--- config.mk ---
export PLATFORM = sky130hd
export DESIGN_NAME = rx_thresh_fifo
export DESIGN_NICKNAME = d
export VERILOG_FILES = /design/src/rtl/rxf_pkg.sv /design/src/rtl/rxf_mem.sv /design/src/rtl/rxf_ctrl.sv /design/src/rtl/rxf_req.sv /design/src/rtl/rx_thresh_fifo.sv
export SDC_FILE = /design/constraint.sdc
export NUM_CORES = 1
export LEC_CHECK = 0
export ABC_AREA = 0
export BUFFER_PORTS_ARGS = -buffer_cell sky130_fd_sc_hd__buf_4
export CAP_MARGIN = 10
export CELL_PAD_IN_SITES_DETAIL_PLACEMENT = 1
export CELL_PAD_IN_SITES_GLOBAL_PLACEMENT = 1
export CORE_MARGIN = 5
export CORE_UTILIZATION = 35
export CTS_BUF_LIST = sky130_fd_sc_hd__clkbuf_16
export DETAILED_ROUTE_END_ITERATION = 16
export PLACE_DENSITY_LB_ADDON = 0.1
export SLEW_MARGIN = 40
export SYNTH_ARGS = -nofsm -noshare
export SYNTH_HDL_FRONTEND = slang
export SYNTH_SLANG_ARGS = --single-unit
--- constraint.sdc ---
create_clock -name clk -period 5.4 [get_ports clk]
set_clock_uncertainty 0.2 [all_clocks]
set_input_delay 1.08 -clock clk [delete_from_list [all_inputs] [get_ports clk]]
set_output_delay 1.08 -clock clk [all_outputs]
set_load 0.02 [all_outputs]
--- src/rtl/rxf_pkg.sv ---
package rxf_pkg;

    localparam int unsigned BYTE_W = 8;

    typedef enum logic [1:0] {
        THR_TWO   = 2'b00,
        THR_FOUR  = 2'b01,
        THR_EIGHT = 2'b10,
        THR_EIGHT_ALT = 2'b11
    } thr_sel_e;

    // Threshold in bytes for a select code.
    function automatic int unsigned thr_bytes(input logic [1:0] sel);
        case (thr_sel_e'(sel))
            THR_TWO:  thr_bytes = 2;
            THR_FOUR: thr_bytes = 4;
            default:  thr_bytes = 8;
        endcase
    endfunction

endpackage

--- src/rtl/rxf_mem.sv ---
module rxf_mem #(
    parameter int unsigned DEPTH = 16,
    parameter int unsigned W     = 8,
    localparam int unsigned PW   = $clog2(DEPTH)
) (
    input  logic         clk,
    input  logic         rst_n,
    input  logic         wr_ok,
    input  logic [W-1:0] wr_data,
    input  logic [1:0]   npop,
    output logic [W-1:0] head0,
    output logic [W-1:0] head1
);
    typedef struct packed {
        logic [PW-1:0] wptr;
        logic [PW-1:0] rptr;
    } ptr_t;

    ptr_t ptr_q, ptr_d;
    logic [W-1:0] store [DEPTH];

    function automatic logic [PW-1:0] adv(input logic [PW-1:0] p, input logic [1:0] n);
        logic [PW:0] s;
        s = {1'b0, p} + (PW+1)'(n);
        if (s >= (PW+1)'(DEPTH)) s = s - (PW+1)'(DEPTH);
        adv = s[PW-1:0];
    endfunction

    always_comb begin
        ptr_d      = ptr_q;
        ptr_d.wptr = wr_ok ? adv(ptr_q.wptr, 2'd1) : ptr_q.wptr;
        ptr_d.rptr = adv(ptr_q.rptr, npop);
        head0      = store[ptr_q.rptr];
        head1      = store[adv(ptr_q.rptr, 2'd1)];
    end

    always_ff @(posedge clk) begin
        if (!rst_n) ptr_q <= '0;
        else        ptr_q <= ptr_d;
    end

    always_ff @(posedge clk) begin
        if (wr_ok) store[ptr_q.wptr] <= wr_data;
    end

endmodule

--- src/rtl/rxf_ctrl.sv ---
module rxf_ctrl #(
    parameter int unsigned DEPTH  = 16,
    parameter int unsigned OVR_AT = 13,
    localparam int unsigned LW    = $clog2(DEPTH + 1)
) (
    input  logic          clk,
    input  logic          rst_n,
    input  logic          sof,
    input  logic          wr_en,
    input  logic          rd_en,
    input  logic          word_mode,
    output logic          wr_ok,
    output logic [1:0]    npop,
    output logic [LW-1:0] level_q,
    output logic [LW-1:0] level_d,
    output logic          overrun
);
    typedef struct packed {
        logic [LW-1:0] level;
        logic          ovr;
    } st_t;

    st_t st_q, st_d;
    logic [LW-1:0] after_pop, with_wr;

    always_comb begin
        npop = 2'd0;
        if (rd_en) begin
            if (word_mode) begin
                if (st_q.level >= LW'(2)) npop = 2'd2;
            end else if (st_q.level != '0) begin
                npop = 2'd1;
            end
        end
        after_pop = st_q.level - LW'(npop);
        with_wr   = after_pop + LW'(1);
        wr_ok     = wr_en && (after_pop < LW'(DEPTH));
        st_d.level = wr_ok ? with_wr : after_pop;
        st_d.ovr   = sof ? 1'b0 : st_q.ovr;
        if (wr_en && (with_wr >= LW'(OVR_AT))) st_d.ovr = 1'b1;
    end

    always_ff @(posedge clk) begin
        if (!rst_n) st_q <= '0;
        else        st_q <= st_d;
    end

    assign level_q = st_q.level;
    assign level_d = st_d.level;
    assign overrun = st_q.ovr;

    // a lone write into a full store leaves it full, no wrap to empty
    p_full_drop_r7: assert property (@(posedge clk) disable iff (!rst_n)
        (wr_en && !rd_en && st_q.level == LW'(DEPTH)) |=> st_q.level == LW'(DEPTH));

    // the flag only comes up with the occupancy at the early mark
    p_ovr_rise_r6: assert property (@(posedge clk) disable iff (!rst_n)
        $rose(st_q.ovr) |-> st_q.level >= LW'(OVR_AT));

    // the flag is only cleared by a frame start
    p_ovr_sticky_r6: assert property (@(posedge clk) disable iff (!rst_n)
        $fell(st_q.ovr) |-> $past(sof));

endmodule

--- src/rtl/rxf_req.sv ---
module rxf_req #(
    parameter int unsigned DEPTH     = 16,
    parameter int unsigned FIRST_MIN = 8,
    localparam int unsigned LW       = $clog2(DEPTH + 1)
) (
    input  logic          clk,
    input  logic          rst_n,
    input  logic          sof,
    input  logic          burst_done,
    input  logic          word_mode,
    input  logic [1:0]    thr_sel,
    input  logic [LW-1:0] level_q,
    input  logic [LW-1:0] level_d,
    output logic          bus_req
);
    import rxf_pkg::*;

    typedef struct packed {
        logic req;
        logic first;
    } st_t;

    st_t st_q, st_d;
    logic [LW-1:0] trig, first_trig, need;

    always_comb begin
        trig       = LW'(thr_bytes(thr_sel)) + (word_mode ? LW'(2) : LW'(1));
        first_trig = (trig > LW'(FIRST_MIN)) ? trig : LW'(FIRST_MIN);
        need       = st_q.first ? first_trig : trig;
        st_d       = st_q;
        if (sof) begin
            st_d.req   = 1'b0;
            st_d.first = 1'b1;
        end else if (st_q.req) begin
            if (burst_done && (level_d < trig)) st_d.req = 1'b0;
        end else if (level_d >= need) begin
            st_d.req   = 1'b1;
            st_d.first = 1'b0;
        end
    end

    always_ff @(posedge clk) begin
        if (!rst_n) st_q <= '{req: 1'b0, first: 1'b1};
        else        st_q <= st_d;
    end

    assign bus_req = st_q.req;

    // first request of a frame never comes below the address window
    p_first_hold_r4: assert property (@(posedge clk) disable iff (!rst_n)
        ($rose(st_q.req) && $past(st_q.first)) |-> level_q >= LW'(FIRST_MIN));

    // request falls only on burst completion or frame start
    p_req_drop_r5: assert property (@(posedge clk) disable iff (!rst_n)
        $fell(st_q.req) |-> $past(burst_done || sof));

    // no request with less than the smallest possible trigger
    p_req_level_r2: assert property (@(posedge clk) disable iff (!rst_n)
        $rose(st_q.req) |-> level_q >= LW'(3));

endmodule

--- src/rtl/rx_thresh_fifo.sv ---
module rx_thresh_fifo #(
    parameter int unsigned DEPTH     = 16,
    parameter int unsigned OVR_AT    = 13,
    parameter int unsigned FIRST_MIN = 8,
    localparam int unsigned W        = rxf_pkg::BYTE_W,
    localparam int unsigned LW       = $clog2(DEPTH + 1)
) (
    input  logic           clk,
    input  logic           rst_n,
    input  logic           sof,
    input  logic           wr_en,
    input  logic [W-1:0]   wr_data,
    input  logic           rd_en,
    output logic [2*W-1:0] rd_data,
    input  logic           word_mode,
    input  logic [1:0]     thr_sel,
    input  logic           burst_done,
    output logic           bus_req,
    output logic           overrun
);
    logic          wr_ok;
    logic [1:0]    npop;
    logic [LW-1:0] level_q, level_d;
    logic [W-1:0]  head0, head1;

    rxf_ctrl #(.DEPTH(DEPTH), .OVR_AT(OVR_AT)) u_ctrl (
        .clk(clk), .rst_n(rst_n), .sof(sof), .wr_en(wr_en), .rd_en(rd_en),
        .word_mode(word_mode), .wr_ok(wr_ok), .npop(npop),
        .level_q(level_q), .level_d(level_d), .overrun(overrun)
    );

    rxf_mem #(.DEPTH(DEPTH), .W(W)) u_mem (
        .clk(clk), .rst_n(rst_n), .wr_ok(wr_ok), .wr_data(wr_data),
        .npop(npop), .head0(head0), .head1(head1)
    );

    rxf_req #(.DEPTH(DEPTH), .FIRST_MIN(FIRST_MIN)) u_req (
        .clk(clk), .rst_n(rst_n), .sof(sof), .burst_done(burst_done),
        .word_mode(word_mode), .thr_sel(thr_sel),
        .level_q(level_q), .level_d(level_d), .bus_req(bus_req)
    );

    always_comb begin
        rd_data = word_mode ? {head1, head0} : {{W{1'b0}}, head0};
    end

endmodule

### Word-level counts from Yosys, hierarchy flattened

Memory sizes are Yosys's and may differ from the RTL's. A register that Yosys moved wholly into a read port is not among the register bits.
Index checks and enable logic that the tools add are counted.

* $add $sub $neg: 9
* $lt $le $gt $ge: 9
* eq/ne operators: 1
* multiplexer cells: 21
* bitwise logic cells: 2
* reductions and logical operators: 8

Operator list (number)
* $mux W16: 1
* $mux W4: 4
* $ge A5 B5 Y1 const B: 3
* $mux W5: 3
* $sub A4 B1 Y4 const B: 3
* $add A4 B1 Y5 const B: 2
* $mux W2: 5
* $pmux W4 S2: 1
* $mux W1: 7
* $add A4 B2 Y5: 1
* $add A4 B5 Y5: 1
* $add A5 B1 Y5 const B: 1
* $ge A5 B2 Y1 const B: 1
* $ge A5 B4 Y1 const B: 1
* $ge A5 B5 Y1: 1
* $gt A5 B4 Y1 const B: 1
* $lt A5 B5 Y1: 1
* $lt A5 B5 Y1 const B: 1
* $reduce_bool A5 Y1: 1
* $sub A5 B2 Y5: 1
* $logic_and A1 B1 Y1: 3
* $eq A2 B1 Y1 const B: 1
* $logic_not A2 Y1: 1
* $not A1 Y1: 2
* other kinds (3): 3

* register bits after elaboration: 16
* memory bits (writable): 128
* input port bits: 17
* output and inout bits: 18
* word-level logic and storage cells: 57
* memories kept: 1

Memory list
* u_mem.store: depth 16, bits a word 8, rd ports 2, clocked after Yosys merged registers in 1, wr ports 1, line rxf_mem.sv:20 `logic [W-1:0] store [DEPTH];`

### Longest topological paths before layout

Gate-level depths: netlist (run 1).

* word-level depth: 12
* depth in mapped cells: 18
* mapped depth without buffers: 16

### Modules after synthesis

From an unflattened synthesis (run 1), not the netlist that was laid out.

* cell total of the unflattened synthesis: 463
* area, all modules: 7513.5 um2

By module, submodules not included
* rxf_mem: times used 1, cells an instance 347, area an instance 6555.0 um2, seq. area each 4003.8 um2
* rxf_ctrl: times used 1, cells an instance 64, area an instance 556.8 um2, seq. area each 120.1 um2
* rxf_req: times used 1, cells an instance 44, area an instance 351.6 um2, seq. area each 40.0 um2
* rx_thresh_fifo: times used 1, cells an instance 8, area an instance 50.0 um2, seq. area each 0.0 um2

### Worst setup path before layout (run 1)

OpenSTA, ideal clock, no wires.

* kind: input to register
* start: input port word_mode
* end: register u_req.st_q, in the netlist u_req.bus_req
* setup time: 0.127 ns
* arrival time: 4.202 ns
* required time: 5.073 ns
* path slack: 0.871 ns
* stages on the path: 16
* buffers on the path: 2
* cell sequence: clkbuf_1 -> nor3b_1 -> ha_1 -> inv_1 -> fa_1 -> or4_4 -> and3_1 -> buf_6 -> xnor2_4 -> inv_1 -> ha_1 -> nand2b_1 -> a21o_1 -> maj3_1 -> nor3_1 -> nor4_2

* cells in the longest elaborated chain, start to end: 10
* elaborated cells on any way between the ends: 18
* those cells by class: add/sub (3); order compare (4); mux (9); reduce/logical (2)

Ends and longest elaborated chain
* from (decl): line rx_thresh_fifo.sv:15 `input logic word_mode,`
* $mux W2: line rxf_ctrl.sv:29 `if (word_mode) begin`
* $mux W2: line rxf_ctrl.sv:28 `if (rd_en) begin`
* $sub A5 B2 Y5: line rxf_ctrl.sv:35 `after_pop = st_q.level - LW'(npop);`
* $lt A5 B5 Y1: line rxf_ctrl.sv:37 `wr_ok = wr_en && (after_pop < LW'(DEPTH));`
* $logic_and A1 B1 Y1: line rxf_ctrl.sv:37
* $mux W5: line rxf_ctrl.sv:38 `st_d.level = wr_ok ? with_wr : after_pop;`
* $lt A5 B5 Y1: line rxf_req.sv:35 `if (burst_done && (level_d < trig)) st_d.req = 1'b0;`
* $logic_and A1 B1 Y1: line rxf_req.sv:35
* $mux W1: line rxf_req.sv:35
* $mux W1 *: line rxf_req.sv:34 `end else if (st_q.req) begin`
* to (signal assigned): line rxf_req.sv:43 `if (!rst_n) st_q <= '{req: 1'b0, first: 1'b1};`
* to (signal assigned): line rxf_req.sv:44 `else st_q <= st_d;`
* to (decl): line rxf_req.sv:23 `st_t st_q, st_d;`

Mark *: on every way between the ends. The rest lies on a longest branch, timed or not.
A chain may end at the register's enable or synchronous reset.

### Worst setup path after layout (run 1)

Ends and elaborated chain as after synthesis.

==> results.cfg, run 1 <==
[outcome]
status = finished, final reports clean

[place]
dp.final_hpwl_um = 12600
placement.cell_area_um2 = 7900
dp.cells = 750
place_ws_ns = 0.481
gp_congestion = 0.743
buffer_ports.inserted = 34

[hold_path]
hold_start = u_ctrl.overrun
hold_depth = 2
end_point_of_the_worst_hold_path = u_ctrl.overrun
worst_hold_path_type = reg2reg

[detailed_routing]
routed_wire_length_per_instance_um = 24.6
route.antenna.remaining_nets = 0
drc = 0
dr.first_iter.drc_count = 205
drt_pass1_iterations = 6
route.vias.total = 4227
vias_per_cell = 5.41
routed_wirelength_um = 19200

[power_and_ir_drop]
post-layout-total-power_mw = 4.21
worst_ir_drop_vdd_uv = 231
power_switching_mw = 1.34
switching_share_pct = 31.8
clock_power_share_pct = 29.8
power_frac_comb_pct = 37.5
p_per_area_nw_per_um2 = 493
pwr-share-seq_pct = 32.7
cellLeakagePower_nw = 2.88
p_int_mw = 2.87

[sta]
worst-slew-pin-transition_ns = 0.782
postLayoutSetupSlackWorst_ns = 0.926
fmax_mhz = 223
final_setup_violation_count = 0
slew-limit-headroom_pct = 47.9
grt_setup_unrepaired = no
slew_violations = 0
final-hold-violation-count = 0
finalSetupTns_ns = 0
finalWorstPathRequiredPeriod_ns = 4.47
period_share_pct = 82.9

[worst_setup_path]
timing.reg2reg.setup_slack_ns = 1.13
worstPathRequired_ns = 5.50
startpoint_type = primary input
crit_fanout = 13
reg2reg_from = u_ctrl.level_q[2]
r2r_cells = 16
rr_endpoint = u_req.bus_req
crit_type = in2reg
timing.critical_path.arrival_ns = 4.57
worstSetupEndpointType = flip-flop

[die]
floorplan.die.height_um = 154
ios = 35
die_w_um = 154
core_area_um2 = 20300
std_cell_rows = 52
floorplan.die_area_um2 = 23700
initial_core_util_pct = 35.7

[synth]
synth.yosys.warnings = 0
synth.lib_cells_used.distinct = 49
synth_cells = 449
synth.cell_area_um2 = 7250
synth_edf_count = 128
synth_top_flop_cell = edfxtp_1
synth.yosys.seq_area_share_pct = 57.4
synth-seq-cells = 144
synth_async_sr_flop_share_pct = 0
synthesis.area_per_instance_um2 = 16.2

[clock_tree]
clock-sinks = 144
htree_levels = 4
post_cts.repair.setup_buffers = 0
cts-hold-fix-buffers = 0
clock_path_buffers = 2
cts_buffers = 17
cts_resized = 0
clk_pin_slew_worst_paths_ns = 0.06
clock_latency_ns = 0.42
clockRootBuffer = clkbuf_16
tritoncts = built

[run]
max_cap_viol_count = 0

[finish]
postLayoutCellArea_um2 = 8520
layout_common_cells = 128 x edfxtp_1, 72 x mux4_2, 56 x buf_4
insertedDiodeCount = 0
final.fill_count = 2036
final_layout_size_suffix_gt1_share_pct = 33.9
area_overhead_vs_synth_pct = 17.5
nets = 537
most_common_cell_after_layout_fill_and_taps_aside = edfxtp_1
layout.cells.non_filler = 781

[global_route]
grt_first_pass_wirelength_um = 29500
grt.overflow.total = 0
global_route.usage.total_pct = 16.9
grt_max_degree = 50
first_global_vias = 4655
number_of_antenna_violations_at_the_first_check_in_global_routing = 1
[power groups by stage]
stage / Clock, mW / Combinational, mW / Sequential [mW]
after global routing: 1.33 / 1.72 / 1.39
final: 1.25 / 1.58 / 1.38
after global placement: 0 / 1.59 / 1.40
after floorplan: 0 / 1.17 / 1.36
after detailed placement: 0 / 1.61 / 1.40
after CTS: 1.28 / 1.62 / 1.38
[critical path, stage by stage]
cell and delay [ns]:
buf_4 0.18, nor3b_1 0.30, ha_1 0.21, inv_1 0.06, fa_1 0.45, or4_4 0.44, and3_1 0.37, xnor2_4 0.22
inv_1 0.06, ha_1 0.28, nand2b_1 0.14, a21o_1 0.18, maj3_1 0.36, nor3_1 0.19, nor4_2 0.05
[cell type report]
type | count | area (um2) | share of cell area [%]
multi-input combinational | 265 | 2910 | 34.2
inverter | 15 | 56.3 | 0.661
sequential | 144 | 4170 | 48.9
clock inverter | 14 | 199 | 2.33
tap | 270 | 338 | 3.96
clock buffer | 17 | 425 | 4.99
timing repair buffer | 56 | 420 | 4.93
[layer usage]
metal	wire, um	global-route usage (%)	up-vias
li1	-	-	1877
met1	8350	21.7	2250
met2	9850	29.3	81
met3	747	3.20	19
met4	292	5.05	0
met5	0	0	-
[sequential cells by signal, indices dropped and copies added (netlist names)]
| name | flops |
|---|---|
| u_mem.store | 128 |
| u_req.st_q | 1 |
| u_req.bus_req | 1 |
| u_ctrl.level_q | 5 |
| u_mem.ptr_q | 8 |
| u_ctrl.overrun | 1 |
[cell usage after synthesis (2+ instances only)]
master	instances	area share [%]
xnor2_1	8	0.97
and2_1	11	0.95
edfxtp_1	128	53
and2_2	3	0.31
buf_2	10	0.69
inv_1	15	0.78
and3_1	9	0.78
fa_1	2	0.55
nand3_1	10	0.69
mux4_2	72	22
nor2_1	15	0.78
nand2b_1	4	0.35
nor3b_1	2	0.21
clkbuf_1	13	0.67
nor3_1	7	0.48
o31ai_1	4	0.41
o21a_1	2	0.21
a21oi_1	7	0.48
buf_6	2	0.31
xor2_1	4	0.48
ha_1	19	3.3
a31oi_1	2	0.17
nand3b_1	8	0.83
dfxtp_1	16	4.4
a21o_1	2	0.21
o21ai_0	6	0.41
nand2_1	46	2.4
[metrics by stage]
stage | utilization, % | hold WS, ns
final | 42.0 | 0.275
after global placement | 38.9 | 0.262
after global routing | 42.0 | 0.303
after detailed placement | 38.9 | 0.267
after CTS | 42.0 | 0.284
after floorplan | - | 0.289
[worst max path at each step]
| stage | startpoint | end | slack, ns | depth (start not counted) |
|---|---|---|---|---|
| after CTS | u_mem.ptr_q[0] | rd_data[11] | 0.90 | 7 |
| final | word_mode | u_req.bus_req | 0.93 | 15 |
| after global routing | word_mode | u_req.bus_req | 0.68 | 15 |
| after detailed placement | word_mode | u_req.bus_req | 0.48 | 15 |
| after global placement | word_mode | u_req.bus_req | 0.61 | 15 |
| after floorplan | word_mode | u_req.bus_req | 0.87 | 16 |
[kinds of logic (layout without fill, tap and decap cells)]
| group | after synthesis | count (layout) | share of synthesized area, % |
|---|---|---|---|
| xor+xnor | 13 | 13 | 1.83 |
| compound gates | 30 | 30 | 2.79 |
| mux | 73 | 73 | 22.5 |
| simple gates | 125 | 125 | 8.94 |
| other cells | 1 | 2 | 0.0517 |
| buf+inv | 41 | 102 | 2.50 |
| flops | 144 | 144 | 57.4 |
| fa+ha+maj | 22 | 22 | 3.97 |
Power figures use the tool's default switching activity.
==> inputs of run 2 (changes only) <==
Clock period 5.4 ns to 4.09 ns, I/O delays scaled along.
==> run 2 against run 1 <==
  * Via count increased by 1.3%
  * Critical path depth up 1
  * Largest cell class unchanged
  * Routed wire length down 1.8%
  * Clock-buffer cell count unchanged
  * Critical path type is now reg2reg
  * Combinational power up 41%
  * First-iteration DRC count is 20% higher
  * Design area grew 2.5%
  * Core utilization increased by 1.1 points
  * Global-route usage shrank 0.55 points
==> results.cfg, run 2 (synthesized netlist as in run 1, its figures left out) <==
[clock_tree]
cts-hold-fix-buffers = 0
htree_levels = 4
clock_path_buffers = 2
clock-sinks = 144
post_cts.repair.setup_buffers = 0
clockRootBuffer = clkbuf_16
clock_latency_ns = 0.42
clk_pin_slew_worst_paths_ns = 0.06
tritoncts = built
cts_buffers = 17

[global_route]
grt_max_degree = 67
number_of_antenna_violations_at_the_first_check_in_global_routing = 0
grt_first_pass_wirelength_um = 29100
first_global_vias = 4759
global_route.usage.total_pct = 16.4
grt.overflow.total = 0

[sta]
final-hold-violation-count = 0
slew-limit-headroom_pct = 59.9
worst-slew-pin-transition_ns = 0.602
final_setup_violation_count = 0
slew_violations = 0
fmax_mhz = 256
period_share_pct = 95.4
finalWorstPathRequiredPeriod_ns = 3.90
finalSetupTns_ns = 0
postLayoutSetupSlackWorst_ns = 0.189
grt_setup_unrepaired = no

[finish]
ff_latch_area_um2 = 4170
most_common_cell_after_layout_fill_and_taps_aside = edfxtp_1
insertedDiodeCount = 0
final_layout_size_suffix_gt1_share_pct = 37.0
area_overhead_vs_synth_pct = 20.5
final.fill_count = 2020
multi_input_comb_area_um2 = 2940
nets = 557
postLayoutCellArea_um2 = 8740
registers.top_by_ff_count = u_mem.store
largest_register_ff_count = 128
layout_common_cells = 128 x edfxtp_1, 74 x buf_4, 72 x mux4_2

[detailed_routing]
route.vias.total = 4284
route.antenna.remaining_nets = 0
drt_pass1_iterations = 4
drc = 0
dr.first_iter.drc_count = 246
routed_wire_length_per_instance_um = 23.6
routed_wirelength_um = 18900
vias_per_cell = 5.34

[die]
initial_core_util_pct = 35.7
die_w_um = 154
core_area_um2 = 20300
floorplan.die_area_um2 = 23700
ios = 35
std_cell_rows = 52
floorplan.die.height_um = 154

[worst_setup_path]
startpoint_type = flip-flop
crit_chain = or4_4 -> nor2_2 -> nor3b_2 -> ha_1 -> inv_1 -> fa_2 -> or4_4 -> and3_1 -> xnor2_4 -> inv_1 -> ha_1 -> nand2b_1 -> a21o_1 -> maj3_1 -> nor3_2 -> nor4_2
crit_type = reg2reg
cp_slowest_cell = dfxtp_1
reg2reg_from = u_ctrl.level_q[3]
crit_fanout = 6
worstSetupEndpointType = flip-flop
worst-path-buf-inv = 2
cp-startpoint = u_ctrl.level_q[3]
max_stage_delay_ns = 0.45
timing.critical_path.max_delay_family = simple AND/OR/NAND/NOR gates
worstPathRequired_ns = 4.20
timing.critical_path.arrival_ns = 4.01

[power_and_ir_drop]
worst_ir_drop_vdd_uv = 376
cellLeakagePower_nw = 3.00
p_per_area_nw_per_um2 = 650
post-layout-total-power_mw = 5.68

[place]
buffer_ports.inserted = 34
placement.cell_area_um2 = 8090
gp_congestion = 0.771
place_ws_ns = -0.0800
dp.final_hpwl_um = 13000

[hold_path]
worst_hold_path_type = reg2reg
hold_start = u_ctrl.overrun

[run]
max_cap_viol_count = 0

[outcome]
status = finished, final reports clean
## run 2: changes by cell type in the layout (fill, tap and decap cells not counted), sizes merged
cell	delta
clkinvlp	-1
buf	+20
inv	+1
clkinv	+1
## run 2: report_power, final
part | leakage [nW] | internal [mW] | switching, mW | total (mW)
clock | 0.308 | 1.08 | 0.599 | 1.68
combinational | 1.40 | 1.09 | 1.12 | 2.22
sequential | 1.29 | 1.71 | 0.0726 | 1.79
total | 3.00 | 3.89 | 1.79 | 5.68
## run 2: final timing paths
path | to | slack [ns] | cells after the start
max | u_req.bus_req | 0.19 | 16
min | u_ctrl.overrun | 0.27 | 2
max reg2reg | u_req.bus_req | 0.19 | 16
min reg2reg | u_ctrl.overrun | 0.27 | 2
## run 2: repair_timing
item	CTS	global route
setup endpoints to repair	0	2
resized for setup	0	3
endpoints found under the hold margin	0	0
## run 2: metrics by stage
| step | util (%) | hold WS [ns] | cells |
|---|---|---|---|
| finish | 43.0 | 0.270 | 802 |
| CTS | 43.0 | 0.287 | 802 |
| detailed placement | 39.9 | 0.269 | 770 |
| global route | 43.0 | 0.311 | 802 |
| floorplan | - | 0.289 | 450 |
| global placement | 39.8 | 0.254 | 770 |
## run 2: layer usage
metal | up-vias | part of all wire [%] | track usage, %
li1 | 1924 | - | -
met1 | 2263 | 45 | 22.2
met2 | 91 | 50 | 27.2
met3 | 6 | 4.2 | 3.29
met4 | 0 | 0.54 | 4.16
met5 | - | 0 | 0
## run 2: layout make-up
class | count | area share, %
inverter | 15 | 0.644
tap | 270 | 3.87
sequential | 144 | 47.7
clock inverter | 15 | 2.46
timing repair buffer | 76 | 6.82
clock buffer | 17 | 4.87
multi-input combinational | 265 | 33.6
## run 2: worst register-to-register path, delay by kind of cell, from the launching register on
kind                     cells  cell delay [ns]
AND/OR/NAND/NOR              8             1.50
adder cells (fa/ha/maj)      4             1.18
flip-flops                   1             0.45
AO/OA/AOI/OAI                1             0.18
XOR/XNOR                     1             0.16
buffers and inverters        2             0.12
==> inputs of run 3 (changes only) <==
Settings changed: PLACE_DENSITY_LB_ADDON 0.1 to 0.25.
Clock period 4.09 ns to 4 ns, I/O delays scaled along.
==> run 3 against run 2 <==
  * Flip-flop and latch count stayed put
  * Worst hold slack gained 0.011 ns
  * Clock power decreased by 9.5%
  * Design area down 1.4%
  * Total power is 2.1% lower
  * First-iteration DRC count is 5.7% lower
==> results.cfg, run 3 (synthesized netlist as in run 1, its figures left out) <==
[outcome]
status = finished, final reports clean

[finish]
final_layout_size_suffix_gt1_share_pct = 35.7
layout.cells.non_filler = 797
insertedDiodeCount = 0
largest_register_ff_count = 128
layout_common_cells = 128 x edfxtp_1, 72 x mux4_2, 71 x buf_4
most_common_cell_after_layout_fill_and_taps_aside = edfxtp_1
area_overhead_vs_synth_pct = 18.8
nets = 553
registers.top_by_ff_count = u_mem.store

[worst_setup_path]
reg2reg_from = u_ctrl.level_q[3]
rr_endpoint = u_req.st_q[0]
r2r_cells = 14
worstSetupEndpointType = flip-flop
startpoint_type = flip-flop
worstPathRequired_ns = 4.13
timing.critical_path.max_delay_family = adder cells
timing.critical_path.arrival_ns = 3.92
crit_chain = or4_2 -> nor2_1 -> nor3b_2 -> ha_2 -> inv_1 -> fa_2 -> inv_1 -> ha_1 -> nand2_1 -> o21ai_1 -> ha_1 -> a21o_1 -> maj3_2 -> o311ai_1
crit_fanout = 6
cp_slowest_cell = or4_2
max_stage_delay_ns = 0.68
worst-path-buf-inv = 2
crit_type = reg2reg
timing.reg2reg.setup_slack_ns = 0.21

[sta]
hold-worst-slack_ns = 0.281
grt_setup_unrepaired = no
worst-slew-pin-transition_ns = 0.656
finalWorstPathRequiredPeriod_ns = 3.79
slew-limit-headroom_pct = 56.1
final_setup_violation_count = 0
final-hold-violation-count = 0
period_share_pct = 94.8
slew_violations = 0
fmax_mhz = 264

[power_and_ir_drop]
worst_ir_drop_vdd_uv = 326
power_switching_mw = 1.75
pwr-share-seq_pct = 32.8
cellLeakagePower_nw = 2.95
clock_power_share_pct = 27.3
power_frac_comb_pct = 39.9
switching_share_pct = 31.5
p_per_area_nw_per_um2 = 646
p_int_mw = 3.81

[global_route]
grt.overflow.total = 0
global_route.usage.total_pct = 16.3
number_of_antenna_violations_at_the_first_check_in_global_routing = 0
grt_first_pass_wirelength_um = 28700
first_global_vias = 4663
grt_max_degree = 67

[clock_tree]
cts_buffers = 17
cts-hold-fix-buffers = 0
clock_latency_ns = 0.43
tritoncts = built
clk_pin_slew_worst_paths_ns = 0.06
htree_levels = 4
post_cts.repair.setup_buffers = 0
clock_path_buffers = 2
cts_resized = 0
clock-sinks = 144
clockRootBuffer = clkbuf_16

[hold_path]
hold_start = u_ctrl.overrun
end_point_of_the_worst_hold_path = u_ctrl.overrun
worst_hold_path_type = reg2reg
hold_depth = 2

[detailed_routing]
routed_wire_length_per_instance_um = 23.4
dr.first_iter.drc_count = 232
routed_wirelength_um = 18600
route.vias.total = 4297
route.antenna.remaining_nets = 0
drt_pass1_iterations = 4
drc = 0
vias_per_cell = 5.39

[die]
ios = 35
std_cell_rows = 52
floorplan.die_area_um2 = 23700
core_area_um2 = 20300
die_w_um = 154
floorplan.die.height_um = 154
initial_core_util_pct = 35.7

[run]
max_cap_viol_count = 0

[place]
dp.cells = 766
buffer_ports.inserted = 34
dp.final_hpwl_um = 12600
gp_congestion = 0.780
## run 3: cell count changes in the layout (fill, tap and decap cells not counted), sizes merged
| cell | before | now |
|---|---|---|
| clkinv | 5 | 7 |
| bufinv | 5 | 3 |
| inv | 18 | 19 |
| buf | 76 | 72 |
| clkinvlp | 2 | 0 |
## run 3: worst max-delay path by stage
stage / from / cells past startpoint / endpoint / slack, ns
6_report: u_ctrl.level_q[3] / 14 / u_req.st_q[0] / 0.21
2_1_floorplan: word_mode / 15 / u_req.st_q[0] / 0.007
5_1_grt: u_ctrl.level_q[4] / 14 / u_req.st_q[0] / 0.002
3_5_place_dp: word_mode / 12 / u_req.st_q[0] / -0.06
4_1_cts: u_ctrl.level_q[4] / 14 / u_req.st_q[0] / 0.11
3_3_place_gp: word_mode / 14 / u_req.st_q[0] / 0.06
## run 3: worst min-delay path: stages (launching register included)
cell and delay [ns]:
dfxtp_1 0.33, nand2_1 0.05, o21ai_0 0.06
## run 3: cell type report
class	count	area (um2)
well taps	270	338
clock inverters	14	134
multi-input cells	265	2940
repair buffers	72	553
clock buffers	17	425
inverters	15	56.3
flip-flops and latches	144	4170
fillers	2057	11700
## run 3: power groups by stage
stage	clock [mW]	sequential (mW)	combinational, mW
CTS	1.56	1.83	2.27
finish	1.52	1.83	2.22
floorplan	0	1.84	1.59
detailed placement	0	1.86	2.25
global placement	0	1.85	2.22
global route	1.63	1.84	2.42
## run 3: stage by stage
stage	worst slack, ns	cell area (um2)	TNS (ns)	power, mW	util (%)
final	0.209	8620	0	5.56	42.4
after CTS	0.108	8620	0	5.66	42.4
after floorplan	0.00748	7290	0	3.44	-
after detailed placement	-0.0626	8060	-0.0764	4.11	39.7
after global placement	0.0576	8050	0	4.07	39.7
after global routing	0.00202	8620	0	5.90	42.4
## run 3: metal layers
metal	vias up	GRT usage, %	wire (um)
met4	0	3.49	126
li1	1909	-	-
met3	6	4.02	840
met2	97	26.7	9620
met5	-	0	0
met1	2285	22.1	8030
